$ cat config.mk
export PLATFORM = sky130hd
export DESIGN_NAME = lane_pair_mux
export DESIGN_NICKNAME = d
export VERILOG_FILES = /design/src/rtl/lpm_pkg.sv /design/src/rtl/lpm_row_ctrl.sv /design/src/rtl/lpm_pair_buf.sv /design/src/rtl/lpm_pattern.sv /design/src/rtl/lane_pair_mux.sv
export SDC_FILE = /design/constraint.sdc
export NUM_CORES = 1
export LEC_CHECK = 0
export BUFFER_PORTS_ARGS = -buffer_cell sky130_fd_sc_hd__buf_2
export CAP_MARGIN = 40
export CORE_MARGIN = 2
export CORE_UTILIZATION = 53
export CTS_BUF_LIST = sky130_fd_sc_hd__clkbuf_8 sky130_fd_sc_hd__clkbuf_16
export DETAILED_ROUTE_END_ITERATION = 8
export GPL_TIMING_DRIVEN = 0
export PLACE_DENSITY = 0.79
export SLEW_MARGIN = 20
export SYNTH_ARGS = -nofsm -noshare
export SYNTH_HDL_FRONTEND = slang
export SYNTH_SLANG_ARGS = --single-unit
$ cat constraint.sdc
create_clock -name clk -period 2.6 [get_ports clk]
set_clock_uncertainty 0.15 [all_clocks]
set_input_delay 0.13 -clock clk [delete_from_list [all_inputs] [get_ports clk]]
set_output_delay 0.13 -clock clk [all_outputs]
set_load 0.03 [all_outputs]
$ cat src/rtl/lpm_pkg.sv
package lpm_pkg;

    localparam int SAMPLE_W = 8;

    typedef enum logic [1:0] {
        MODE_IMAGE = 2'd0,
        MODE_TRAIN = 2'd1,
        MODE_TEST  = 2'd2
    } mode_e;

    typedef struct packed {
        logic                vld;
        logic [SAMPLE_W-1:0] data;
    } word_t;

    localparam word_t WORD_IDLE = '{vld: 1'b0, data: '0};

    function automatic mode_e decode_mode(input logic [1:0] code);
        case (code)
            2'd1:    return MODE_TRAIN;
            2'd2:    return MODE_TEST;
            default: return MODE_IMAGE;
        endcase
    endfunction

    function automatic word_t make_word(input logic [SAMPLE_W-1:0] d);
        word_t w;
        w.vld  = 1'b1;
        w.data = d;
        return w;
    endfunction

endpackage

$ cat src/rtl/lpm_row_ctrl.sv
module lpm_row_ctrl
    import lpm_pkg::*;
(
    input  logic       clk,
    input  logic       rst,
    input  logic       row_active,
    input  logic [1:0] mode_sel,
    output logic       row_start,
    output mode_e      eff_mode,
    output mode_e      act_mode
);
    logic row_q;

    assign row_start = row_active & ~row_q;
    assign eff_mode  = row_start ? decode_mode(mode_sel) : act_mode;

    always_ff @(posedge clk) begin
        if (rst) begin
            row_q    <= 1'b0;
            act_mode <= MODE_IMAGE;
        end else begin
            row_q    <= row_active;
            act_mode <= eff_mode;
        end
    end
endmodule

$ cat src/rtl/lpm_pair_buf.sv
module lpm_pair_buf
    import lpm_pkg::*;
(
    input  logic                clk,
    input  logic                rst,
    input  logic                flush,
    input  logic                take,
    input  logic [SAMPLE_W-1:0] odd_in,
    output logic                pend,
    output logic [SAMPLE_W-1:0] odd_q
);
    always_ff @(posedge clk) begin
        if (rst) begin
            pend  <= 1'b0;
            odd_q <= '0;
        end else if (flush) begin
            pend  <= 1'b0;
        end else if (pend) begin
            pend  <= 1'b0;
        end else if (take) begin
            pend  <= 1'b1;
            odd_q <= odd_in;
        end
    end
endmodule

$ cat src/rtl/lpm_pattern.sv
module lpm_pattern
    import lpm_pkg::*;
#(
    parameter logic [SAMPLE_W-1:0] TRAIN_DEFAULT = 8'h55
) (
    input  logic                clk,
    input  logic                rst,
    input  logic                restart,
    input  logic                advance,
    input  logic                train_wr,
    input  logic [SAMPLE_W-1:0] train_wdata,
    output logic [SAMPLE_W-1:0] ramp_val,
    output logic [SAMPLE_W-1:0] train_q
);
    logic [SAMPLE_W-1:0] cnt_q;

    assign ramp_val = restart ? '0 : cnt_q;

    always_ff @(posedge clk) begin
        if (rst) begin
            cnt_q   <= '0;
            train_q <= TRAIN_DEFAULT;
        end else begin
            cnt_q <= advance ? ramp_val + 1'b1 : ramp_val;
            if (train_wr) begin
                train_q <= train_wdata;
            end
        end
    end
endmodule

$ cat src/rtl/lane_pair_mux.sv
module lane_pair_mux
    import lpm_pkg::*;
#(
    parameter logic [SAMPLE_W-1:0] TRAIN_DEFAULT = 8'h55
) (
    input  logic                clk,
    input  logic                rst,
    input  logic [SAMPLE_W-1:0] even_data,
    input  logic                even_vld,
    input  logic [SAMPLE_W-1:0] odd_data,
    input  logic                odd_vld,
    input  logic                pwr_down,
    input  logic [1:0]          mode_sel,
    input  logic                row_active,
    input  logic                train_wr,
    input  logic [SAMPLE_W-1:0] train_wdata,
    output logic [SAMPLE_W-1:0] lane_data,
    output logic                lane_vld
);
    logic                row_start;
    mode_e               eff_mode;
    mode_e               act_mode;
    logic                pend;
    logic [SAMPLE_W-1:0] odd_q;
    logic [SAMPLE_W-1:0] ramp_val;
    logic [SAMPLE_W-1:0] train_q;
    logic                pair_in;
    logic                take;
    logic                advance;
    word_t               nxt;
    word_t               out_q;

    lpm_row_ctrl u_row (
        .clk        (clk),
        .rst        (rst),
        .row_active (row_active),
        .mode_sel   (mode_sel),
        .row_start  (row_start),
        .eff_mode   (eff_mode),
        .act_mode   (act_mode)
    );

    assign pair_in = even_vld & odd_vld;
    assign take    = (eff_mode == MODE_IMAGE) & row_active & pair_in & ~pend & ~pwr_down;
    assign advance = (eff_mode == MODE_TEST) & row_active & ~pend & ~pwr_down;

    lpm_pair_buf u_pair (
        .clk    (clk),
        .rst    (rst),
        .flush  (pwr_down),
        .take   (take),
        .odd_in (odd_data),
        .pend   (pend),
        .odd_q  (odd_q)
    );

    lpm_pattern #(
        .TRAIN_DEFAULT (TRAIN_DEFAULT)
    ) u_pat (
        .clk         (clk),
        .rst         (rst),
        .restart     (row_start),
        .advance     (advance),
        .train_wr    (train_wr),
        .train_wdata (train_wdata),
        .ramp_val    (ramp_val),
        .train_q     (train_q)
    );

    always_comb begin
        nxt = WORD_IDLE;
        if (pwr_down) begin
            nxt = WORD_IDLE;
        end else if (pend) begin
            nxt = make_word(odd_q);
        end else if (row_active) begin
            case (eff_mode)
                MODE_TRAIN: nxt = make_word(train_q);
                MODE_TEST:  nxt = make_word(ramp_val);
                default:    nxt = pair_in ? make_word(even_data) : WORD_IDLE;
            endcase
        end
    end

    always_ff @(posedge clk) begin
        if (rst) begin
            out_q <= WORD_IDLE;
        end else begin
            out_q <= nxt;
        end
    end

    assign lane_data = out_q.data;
    assign lane_vld  = out_q.vld;
endmodule

==> metrics.txt <==
H-Tree Depth 2; Post-Syn Instances 199; Worst Hold Class input pin to register; Clk Latency, worst-skew pair 0.29 ns; PwrDens 514 nW/um^2; Final Max Slew Viols 0; first-pass GRT wire length 7090 microns; Die Y 62.2 microns; Die X 62.2 microns; Tmin final 2.39 ns; CP max stage delay 0.36 ns; Rows 21; final WL 4120 microns; Placed Cells incl. Taps 286; DR vias/cell 5.19; crit start category register; Area growth syn-to-layout 29.8%; Pre-antenna DRT Iters 5; Synth Cell Area 1800 sq um; measured slew at the worst slew-check pin 0.514 ns; slew margin rel. 65.8%; Crit. End Element register; Leak 0.972 nW; Die Area 3870 sq um; Max VDD drop 0.467 mV; final setup TNS 0 ns; Synth Warn # 0; maxcap violations 0; most frequent cells in the layout buf_2 (43), dfxtp_1 (37), nand2b_1 (21), nand2_1 (21), a21oi_1 (19); clk sinks 37; register bit count reported by yosys 37; vias in the first global route 1597; CTS Buf Count 5; achievable frequency 418 MHz; post-DP HPWL 2750 microns; ant diodes 0; Worst Hold Launch train_wr; Setup CP Type register to register; unrepaired setup endpoints after global routing no; Final Cycle Share 92.0%; clock-pin slew on the worst setup and hold paths 0.08 ns; Post-Synthesis Net Count 235; CP Data Required Time 2.68 ns; crit path cell chain nand2b_1 > buf_6 > buf_8 > nor3b_1 > a21oi_1 > ha_1 > clkbuf_2 > buf_6 > a21oi_1 > a221o_1 > a21oi_1; arrival time worst endpoint 2.47 ns; largest net degree at the start of global routing 12; endpoints failing setup 0; CTS root buffer clkbuf_8; register area share after synthesis 41.3%; Avg Inst Size Synth 9.02 sq um; gr ovfl total 0; GRT Total Usage 23.0%; reg2reg start u_row.row_q$_SDFF_PP0_; Routed wire per std cell 13.3 microns; worst hold margin 0.0194 ns; gpl congestion 0.811; drt first-iter violations 80; crit path from u_row.row_q$_SDFF_PP0_; DRT antenna net count 0; Finished Layout Cells 309; DR DRC count 0; Final #Nets 299; Slowest cell on crit path a221o_1; PortBufs 41; core area 3280 sq um; initial antenna violation count 0; layout cells sized above 1 24.3%; synth unique cells 33; vias 1603; TritonCTS clock tree done; clock buffer depth 2; Starting Density 54.7%; Fin. Hold Viols 0; most used cell, CP a21oi_1; most common cell after layout, fill and taps aside buf_2; CP Max Fanout 10; status complete, no violations; io pins 42
==> worst paths after layout <==
path,to,slack (ns),cells after the start
worst max-delay path,lane_data[6]$_SDFF_PP0_,0.21,11
worst min-delay path,u_pat.train_q[2]$_SDFFE_PP1P_,0.02,3
worst max register to register,lane_data[6]$_SDFF_PP0_,0.21,11
worst min register to register,lane_data[0]$_SDFF_PP0_,0.32,2
==> timing repair <==
item | in CTS | in global routing
hold buffers | 17 | 0
resized for setup | 0 | 5
endpoints found under the hold margin | 18 | 0
setup buffers | 0 | 0
setup endpoints to repair | 0 | 8
==> cell type report <==
type | instances | area (sq um)
Multi-Input combinational cell | 145 | 961
Fill cell | 255 | 955
Sequential cell | 37 | 741
Timing Repair Buffer | 58 | 375
Buffer | 14 | 97.6
Clock buffer | 6 | 82.6
Tap cell | 46 | 57.6
Clock inverter | 1 | 7.51
Inverter | 2 | 7.51
==> kinds of logic after synthesis <==
logic type,synth area share (%)
AOI/OAI and AO/OA,12.0
xor gates and xnor gates,3.41
adders and majority gates,2.09
buffers and inverters,5.71
DFF,41.3
muxes,8.78
and+or+nand+nor,26.8
==> registers in the layout (all words and copies together), names as in the netlist <==
signal / cells
lane_vld: 1
u_pair.pend: 1
u_pat.cnt_q: 8
u_row.act_mode: 2
u_pat.train_q: 8
u_row.row_q: 1
u_pair.odd_q: 8
lane_data: 8
==> critical path, delay by kind of cell (launching register included) <==
kind	cells	cell delay, ns
buffers and inverters	4	0.65
AO/OA/AOI/OAI	4	0.63
AND/OR/NAND/NOR	2	0.31
flip-flops	1	0.31
adder cells (fa/ha/maj)	1	0.29
==> per-layer routing <==
| layer | wire [microns] | vias to the layer above | global-route usage [%] |
|---|---|---|---|
| met5 | 0 | - | 0 |
| met4 | 76 | 0 | 8.89 |
| met3 | 259 | 8 | 4.89 |
| met2 | 1940 | 56 | 37.8 |
| met1 | 1850 | 732 | 29.9 |
| li1 | - | 807 | - |
==> cells in the mapped netlist <==
cell type  number  area [sq um]
nor2_2          1          6.26
a221o_1         8          80.1
nand2b_1       21           131
mux2i_1        12           120
nor2_8          1          20.0
mux2i_4         1          22.5
nor2b_1         5          31.3
buf_1           1          3.75
ha_1            3          37.5
and4_1          1          8.76
clkbuf_1        6          22.5
buf_6           3          33.8
a21oi_1        20           100
nand4_1         2          12.5
nand3_1        11          55.1
and3_1          2          12.5
nor3b_1         2          15.0
clkbuf_2        1          5.00
xnor2_1         4          35.0
xor2_1          3          26.3
buf_2           3          15.0
and2_1          3          18.8
a211o_1         4          35.0
buf_8           1          15.0
and4bb_1        1          12.5
nand2_1        21          78.8
nand3_2         1          10.0
dfxtp_1        37           741
mux2_4          1          15.0
inv_1           2          7.51
nor3_1          1          5.00
or2_2           1          6.26
nor2_1         15          56.3
==> metrics by stage <==
stage	setup slack (ns)	util (%)	power, W	cell area (sq um)
finish	0.209	70.9	0.00120	2330
global route	0.00114	70.9	0.00125	2330
detailed placement	0.0897	62.7	0.000768	2060
CTS	0.0716	70.6	0.00119	2320
global placement	0.124	62.7	0.000767	2060
floorplan	0.340	-	0.000713	1800
==> report_power, final <==
part / internal, W / switching, W
registers: 0.000583 / 0.00000755
logic: 0.0000936 / 0.0000973
clock network: 0.000210 / 0.000206
total: 0.000887 / 0.000311
No activity file was read; power rests on OpenSTA's default activity.
